`src/rtl/psd_pkg.sv`:
```
package psd_pkg;

   typedef enum logic [1:0] {
      SZ16 = 2'd0,
      SZ32 = 2'd1,
      SZ64 = 2'd2
   } size_e;

   function automatic logic is_stack_op(input logic [7:0] b);
      return (b[7:4] == 4'h5) || (b == 8'h68) || (b == 8'h6A) ||
             (b == 8'h8F) || (b == 8'h9C) || (b == 8'h9D);
   endfunction

endpackage

```
`src/rtl/psd_classify.sv`:
```
module psd_classify (
   input  logic [7:0] byte_i,
   input  logic       long_i,
   output logic       legacy_o,
   output logic       opsz_o,
   output logic       adsz_o,
   output logic       rex_o
);
   localparam int NLEG = 11;
   localparam logic [7:0] LEG_CODES [NLEG] = '{
      8'hF0, 8'hF2, 8'hF3, 8'h26, 8'h2E, 8'h36,
      8'h3E, 8'h64, 8'h65, 8'h66, 8'h67
   };

   logic [NLEG-1:0] hit;

   for (genvar i = 0; i < NLEG; i++) begin : g_match
      assign hit[i] = (byte_i == LEG_CODES[i]);
   end

   assign legacy_o = |hit;
   assign opsz_o   = (byte_i == 8'h66);
   assign adsz_o   = (byte_i == 8'h67);
   assign rex_o    = long_i && (byte_i[7:4] == 4'h4);

endmodule

```
`src/rtl/psd_track.sv`:
```
module psd_track #(
   parameter int MAX_LEN = 15
) (
   input  logic       clk,
   input  logic       rst_n,
   input  logic       acc_i,
   input  logic       legacy_i,
   input  logic       opsz_i,
   input  logic       adsz_i,
   input  logic       rex_i,
   input  logic [3:0] low_i,
   output logic       opsz_o,
   output logic       adsz_o,
   output logic [3:0] rex_o,
   output logic       last_o,
   output logic       over_o
);
   localparam int CW = $clog2(MAX_LEN + 1);
   localparam logic [CW-1:0] LAST_IDX = CW'(MAX_LEN - 1);

   logic          opsz_q, adsz_q;
   logic [3:0]    rex_q;
   logic [CW-1:0] cnt_q;
   logic          pfx;
   logic          at_limit;

   assign pfx      = legacy_i || rex_i;
   assign at_limit = (cnt_q == LAST_IDX);

   always_comb begin
      opsz_o = opsz_q || opsz_i;
      adsz_o = adsz_q || adsz_i;
      if (rex_i)         rex_o = low_i;
      else if (legacy_i) rex_o = 4'h0;
      else               rex_o = rex_q;
   end

   assign last_o = !pfx || at_limit;
   assign over_o = pfx && at_limit;

   always_ff @(posedge clk or negedge rst_n) begin
      if (!rst_n) begin
         opsz_q <= 1'b0;
         adsz_q <= 1'b0;
         rex_q  <= 4'h0;
         cnt_q  <= '0;
      end else if (acc_i) begin
         if (last_o) begin
            opsz_q <= 1'b0;
            adsz_q <= 1'b0;
            rex_q  <= 4'h0;
            cnt_q  <= '0;
         end else begin
            opsz_q <= opsz_o;
            adsz_q <= adsz_o;
            rex_q  <= rex_o;
            cnt_q  <= cnt_q + 1'b1;
         end
      end
   end

   assert_cnt_bound_R11: assert property (@(posedge clk) disable iff (!rst_n)
      cnt_q < CW'(MAX_LEN));

   assert_rex_drop_R7: assert property (@(posedge clk) disable iff (!rst_n)
      acc_i && legacy_i |=> rex_q == 4'h0);

endmodule

```
`src/rtl/psd_size.sv`:
```
module psd_size
   import psd_pkg::*;
(
   input  logic  long_i,
   input  logic  seg32_i,
   input  logic  opsz_i,
   input  logic  adsz_i,
   input  logic  w_i,
   input  logic  stack_i,
   output size_e op_o,
   output size_e ad_o
);
   always_comb begin
      if (long_i) begin
         if (w_i)          op_o = SZ64;
         else if (stack_i) op_o = opsz_i ? SZ16 : SZ64;
         else              op_o = opsz_i ? SZ16 : SZ32;
         ad_o = adsz_i ? SZ32 : SZ64;
      end else begin
         op_o = (seg32_i ^ opsz_i) ? SZ32 : SZ16;
         ad_o = (seg32_i ^ adsz_i) ? SZ32 : SZ16;
      end
   end
endmodule

```
`src/rtl/prefix_size_decoder.sv`:
```
module prefix_size_decoder
   import psd_pkg::*;
#(
   parameter int MAX_LEN = 15
) (
   input  logic       clk,
   input  logic       rst_n,
   input  logic       mode_long,
   input  logic       seg_def32,
   input  logic       in_valid,
   output logic       in_ready,
   input  logic [7:0] in_byte,
   output logic       out_valid,
   input  logic       out_ready,
   output logic [7:0] out_opcode,
   output logic [1:0] out_opsize,
   output logic [1:0] out_adsize,
   output logic       out_rex_w,
   output logic       out_rex_r,
   output logic       out_rex_x,
   output logic       out_rex_b,
   output logic       out_stack,
   output logic       out_overlong
);
   if (MAX_LEN < 2 || MAX_LEN > 255) begin : g_bad_len
      $error("prefix_size_decoder: MAX_LEN must lie in 2..255");
   end

   logic       acc;
   logic       c_legacy, c_opsz, c_adsz, c_rex;
   logic       t_opsz, t_adsz, t_last, t_over;
   logic [3:0] t_rex;
   logic       stk;
   size_e      s_op, s_ad;

   logic       ov_q;
   logic       rec_long_q;
   logic [7:0] opc_q;
   size_e      op_q, ad_q;
   logic [3:0] rex_q;
   logic       stk_q, over_q;

   assign in_ready = !ov_q;
   assign acc      = in_valid && in_ready;

   psd_classify u_cls (
      .byte_i   (in_byte),
      .long_i   (mode_long),
      .legacy_o (c_legacy),
      .opsz_o   (c_opsz),
      .adsz_o   (c_adsz),
      .rex_o    (c_rex)
   );

   psd_track #(.MAX_LEN(MAX_LEN)) u_trk (
      .clk      (clk),
      .rst_n    (rst_n),
      .acc_i    (acc),
      .legacy_i (c_legacy),
      .opsz_i   (c_opsz),
      .adsz_i   (c_adsz),
      .rex_i    (c_rex),
      .low_i    (in_byte[3:0]),
      .opsz_o   (t_opsz),
      .adsz_o   (t_adsz),
      .rex_o    (t_rex),
      .last_o   (t_last),
      .over_o   (t_over)
   );

   assign stk = !(c_legacy || c_rex) && is_stack_op(in_byte);

   psd_size u_sz (
      .long_i  (mode_long),
      .seg32_i (seg_def32),
      .opsz_i  (t_opsz),
      .adsz_i  (t_adsz),
      .w_i     (t_rex[3]),
      .stack_i (stk),
      .op_o    (s_op),
      .ad_o    (s_ad)
   );

   always_ff @(posedge clk or negedge rst_n) begin
      if (!rst_n) begin
         ov_q       <= 1'b0;
         rec_long_q <= 1'b0;
         opc_q      <= 8'h00;
         op_q       <= SZ32;
         ad_q       <= SZ32;
         rex_q      <= 4'h0;
         stk_q      <= 1'b0;
         over_q     <= 1'b0;
      end else if (acc && t_last) begin
         ov_q       <= 1'b1;
         rec_long_q <= mode_long;
         opc_q      <= in_byte;
         op_q       <= s_op;
         ad_q       <= s_ad;
         rex_q      <= t_rex;
         stk_q      <= stk;
         over_q     <= t_over;
      end else if (ov_q && out_ready) begin
         ov_q <= 1'b0;
      end
   end

   assign out_valid    = ov_q;
   assign out_opcode   = opc_q;
   assign out_opsize   = op_q;
   assign out_adsize   = ad_q;
   assign out_rex_w    = rex_q[3];
   assign out_rex_r    = rex_q[2];
   assign out_rex_x    = rex_q[1];
   assign out_rex_b    = rex_q[0];
   assign out_stack    = stk_q;
   assign out_overlong = over_q;

   assert_hold_R2: assert property (@(posedge clk) disable iff (!rst_n)
      out_valid && !out_ready |=> out_valid && $stable(out_opcode) &&
      $stable(out_opsize) && $stable(out_adsize));

   assert_w_wins_R4: assert property (@(posedge clk) disable iff (!rst_n)
      out_valid && out_rex_w |-> out_opsize == SZ64);

   assert_stack_no32_R5: assert property (@(posedge clk) disable iff (!rst_n)
      out_valid && rec_long_q && out_stack |-> out_opsize != SZ32);

   assert_compat_R8: assert property (@(posedge clk) disable iff (!rst_n)
      out_valid && !rec_long_q |-> out_opsize != SZ64 &&
      !out_rex_w && !out_rex_r && !out_rex_x && !out_rex_b);

endmodule

```
`config.mk`:
```
export PLATFORM = sky130hd
export DESIGN_NAME = prefix_size_decoder
export DESIGN_NICKNAME = d
export VERILOG_FILES = /design/src/rtl/psd_pkg.sv /design/src/rtl/psd_classify.sv /design/src/rtl/psd_track.sv /design/src/rtl/psd_size.sv /design/src/rtl/prefix_size_decoder.sv
export SDC_FILE = /design/constraint.sdc
export NUM_CORES = 1
export LEC_CHECK = 0
export BUFFER_PORTS_ARGS = -buffer_cell sky130_fd_sc_hd__buf_2
export CORE_ASPECT_RATIO = 0.8
export CORE_MARGIN = 1.5
export CORE_UTILIZATION = 47
export CTS_CLUSTER_DIAMETER = 200
export DETAILED_ROUTE_END_ITERATION = 7
export GPL_TIMING_DRIVEN = 1
export PLACE_DENSITY = 0.74
export RECOVER_POWER = 25
export SYNTH_ARGS = -nofsm -noshare
export SYNTH_HDL_FRONTEND = slang
export SYNTH_SLANG_ARGS = --single-unit
```
`constraint.sdc`:
```
create_clock -name clk -period 1.67 [get_ports clk]
set_input_delay 0.2505 -clock clk [delete_from_list [all_inputs] [get_ports clk]]
set_output_delay 0.2505 -clock clk [all_outputs]
set_load 0.02 [all_outputs]
```
==> out/qor.csv <==
metric;value;unit
slowest_stage;o311a_1;
drive_above_1_share;48.7;%
switchingPower;0.591;mW
clock_latency;0.28;ns
cp_top_family;compound AO/OA/AOI/OAI gates;
p_int;1.39;mW
hpwl;2700;um
synth_seq_cells;29;
gp_congestion;0.843;
vias_per_cell;5.35;
syn_to_final_growth;36.9;%
dr_total_vias;1226;
power_density;981;mW/mm2
maxSlewViolCount;30;
tightest_slew;1.54;ns
drt-total-wl;3510;um
critPathRequiredTime;1.83;ns
max-clock-path-buffers;2;
yosysTopAreaCell;dfrtp_1;
seq_area_frac_synth;49.4;%
antenna_left;0;
grtUsageTotal;22.9;%
start_util;51.3;%
first_pass_iters;4;
final_cells;229;
p_seq_share;42.7;%
fillCellCount;224;
synth_nets;140;
die_area;0.00348;mm2
ctsRootBufferMaster;clkbuf_8;
grt_max_degree;30;
cts.sinks;29;
num_rows;17;
drt_iter0_drc;50;
yosys_warnings;0;
syn-cell-area;0.00147;mm2
path_buf_inv;2;
hold_viol;0;
tns;0;ns
combinationalPowerShare;27.8;%
die_x;65.6;um
synth_edf_count;0;
io_pins;34;
crit_fanout;4;
hp-class;primary input to register;
htree_levels;2;
synth.area.top_cells;dfrtp_1 46%, mux2_4 10%, a22o_1 4.8%;
crit_chain;buf_2 > o311a_1 > o221a_4 > o31ai_4 > buf_6 > mux2_2;
drc_errors;0;
grt_pass1_vias;1200;
clk_pin_slew_worst_paths;0.06;ns
io_buffers;33;
synth_top_area_share;45.9;%
clock.fmax;0.621;GHz
antenna_found_initial;0;
setup.worst_path.end_class;register;
status;finished with violations;
total_power;1.98;mW
core_area;0.00287;mm2
cts_buffers;5;
crit_arrival;1.77;ns
finClkSkew;0.00461;ns
async_flop_share;100;%
diodes;0;
ir_drop;0.000607;V
max-cap-violations;1;
grt_overflow;0;
postSynthCellCount;124;
min_period;1.61;ns
synth_cell_types;39;
syn_area_per_cell;11.9;um2
violations;capacitance limit, slew limit;
cts_tree;yes;
setup_violations;0;
p_leak;1.03;nW
swShare;29.9;%
die_h;53.1;um
grt_pass1_wl;5700;um
p_clk_share;29.4;%
fin_crit_sh;96.4;%
layout.nets;206;
worstSetupStartpointType;primary input;
crit_type;primary input to register;
maxSlewHeadroom;-2.44;%
ys.flop_type;dfrtp_1;
dp_cells;221;
yosys-top-cells-count;27 x dfrtp_1, 10 x mux2_4, 9 x nand2_1;
cp_slowest_stage_delay;0.36;ns
rsz0062_at_grt;false;
wl_per_cell;15.3;um
yosysMostFrequentCell;dfrtp_1;
cts_hold_buf;0;
[metal layers]
layer	routed length, um	vias to the layer above	track usage (%)	part of all wire [%]
li1	-	587	-	-
met1	1600	607	28.8	46
met2	1740	30	38.4	50
met3	145	2	5.53	4.1
met4	24	0	8.68	0.68
met5	0	-	0	0
[placed cells by master, fill, tap and decap left out, types with 2 or more instances in the layout]
master / synthesis / routed
a21oi_1: 7 / 7
a22o_1: 8 / 8
a31oi_1: 2 / 2
and3_4: 0 / 2
buf_2: 0 / 32
buf_4: 0 / 26
buf_6: 1 / 3
clkbuf_1: 2 / 3
clkbuf_8: 0 / 6
dfrtp_1: 27 / 27
dfstp_2: 2 / 2
ha_1: 2 / 2
inv_1: 6 / 6
mux2_2: 2 / 2
mux2_4: 10 / 11
nand2_1: 9 / 7
nand2_2: 0 / 2
nand2b_1: 3 / 2
nand3_1: 2 / 2
nor2_1: 6 / 6
nor2b_1: 2 / 2
nor3_1: 2 / 2
o21ai_0: 5 / 5
o21ai_1: 2 / 2
xor2_1: 3 / 3
[through the flow]
stage                     area (um2)  setup WS [ns]  hold slack [ns]  utilization (%)
after floorplan                 1510         -0.108          -0.0451                -
after global placement          1910         -0.235            0.292             66.4
after detailed placement        1910         -0.269            0.305             66.4
after CTS                       2000         0.0138          0.00684             69.6
after global routing            2020        0.00173            0.142             70.2
final                           2020         0.0601            0.145             70.2
[power groups by stage]
stage	registers, mW	clock network (mW)	logic [mW]
final	0.845	0.582	0.550
after global routing	0.854	0.623	0.591
after CTS	0.846	0.590	0.546
after detailed placement	0.857	0	0.541
after global placement	0.848	0	0.529
after floorplan	0.953	0	0.224
[path summary, 6_finish.rpt]
kind	slack [ns]	end	cells past startpoint	startpoint
min in group asynchronous	0.34	out_opcode[0]	1	rst_n
min	0.15	out_valid	2	out_ready
max reg2reg	0.07	rex_q[0]	7	u_trk.cnt_q[0]
max	0.06	rex_q[0]	6	in_byte[2]
max in group asynchronous	0.43	out_opcode[2]	1	rst_n
min reg2reg	0.51	out_stack	1	out_stack
[state kept, by name (all words and copies together) (netlist names)]
| name | cells |
|---|---|
| out_opcode | 8 |
| out_valid | 1 |
| out_stack | 1 |
| out_opsize | 2 |
| u_trk.cnt_q | 4 |
| u_trk.rex_q | 4 |
| u_trk.opsz_q | 1 |
| rex_q | 4 |
| out_overlong | 1 |
| u_trk.adsz_q | 1 |
| out_adsize | 2 |
[cell type report]
class,count,area [um2],area share [%]
sequential,29,728,36.1
tap,38,47.5,2.36
clock buffer,8,90.1,4.47
inverter,7,26.3,1.30
timing repair buffer,63,413,20.5
multi-input combinational,84,711,35.3
[cell families after synthesis]
group | share of synthesized area (%)
xor gates and xnor gates | 2.38
DFF | 49.4
AOI/OAI and AO/OA | 17.8
muxes | 12.5
adders and majority gates | 1.70
buffers and inverters | 4.08
and+or+nand+nor | 12.1
[what timing repair did]
| item | in CTS | in global routing |
|---|---|---|
| resized for setup | 0 | 5 |
| setup endpoints to repair | 0 | 16 |
| buffers inserted | 0 | 0 |
Note: power is estimated with default switching activity, not from simulation.
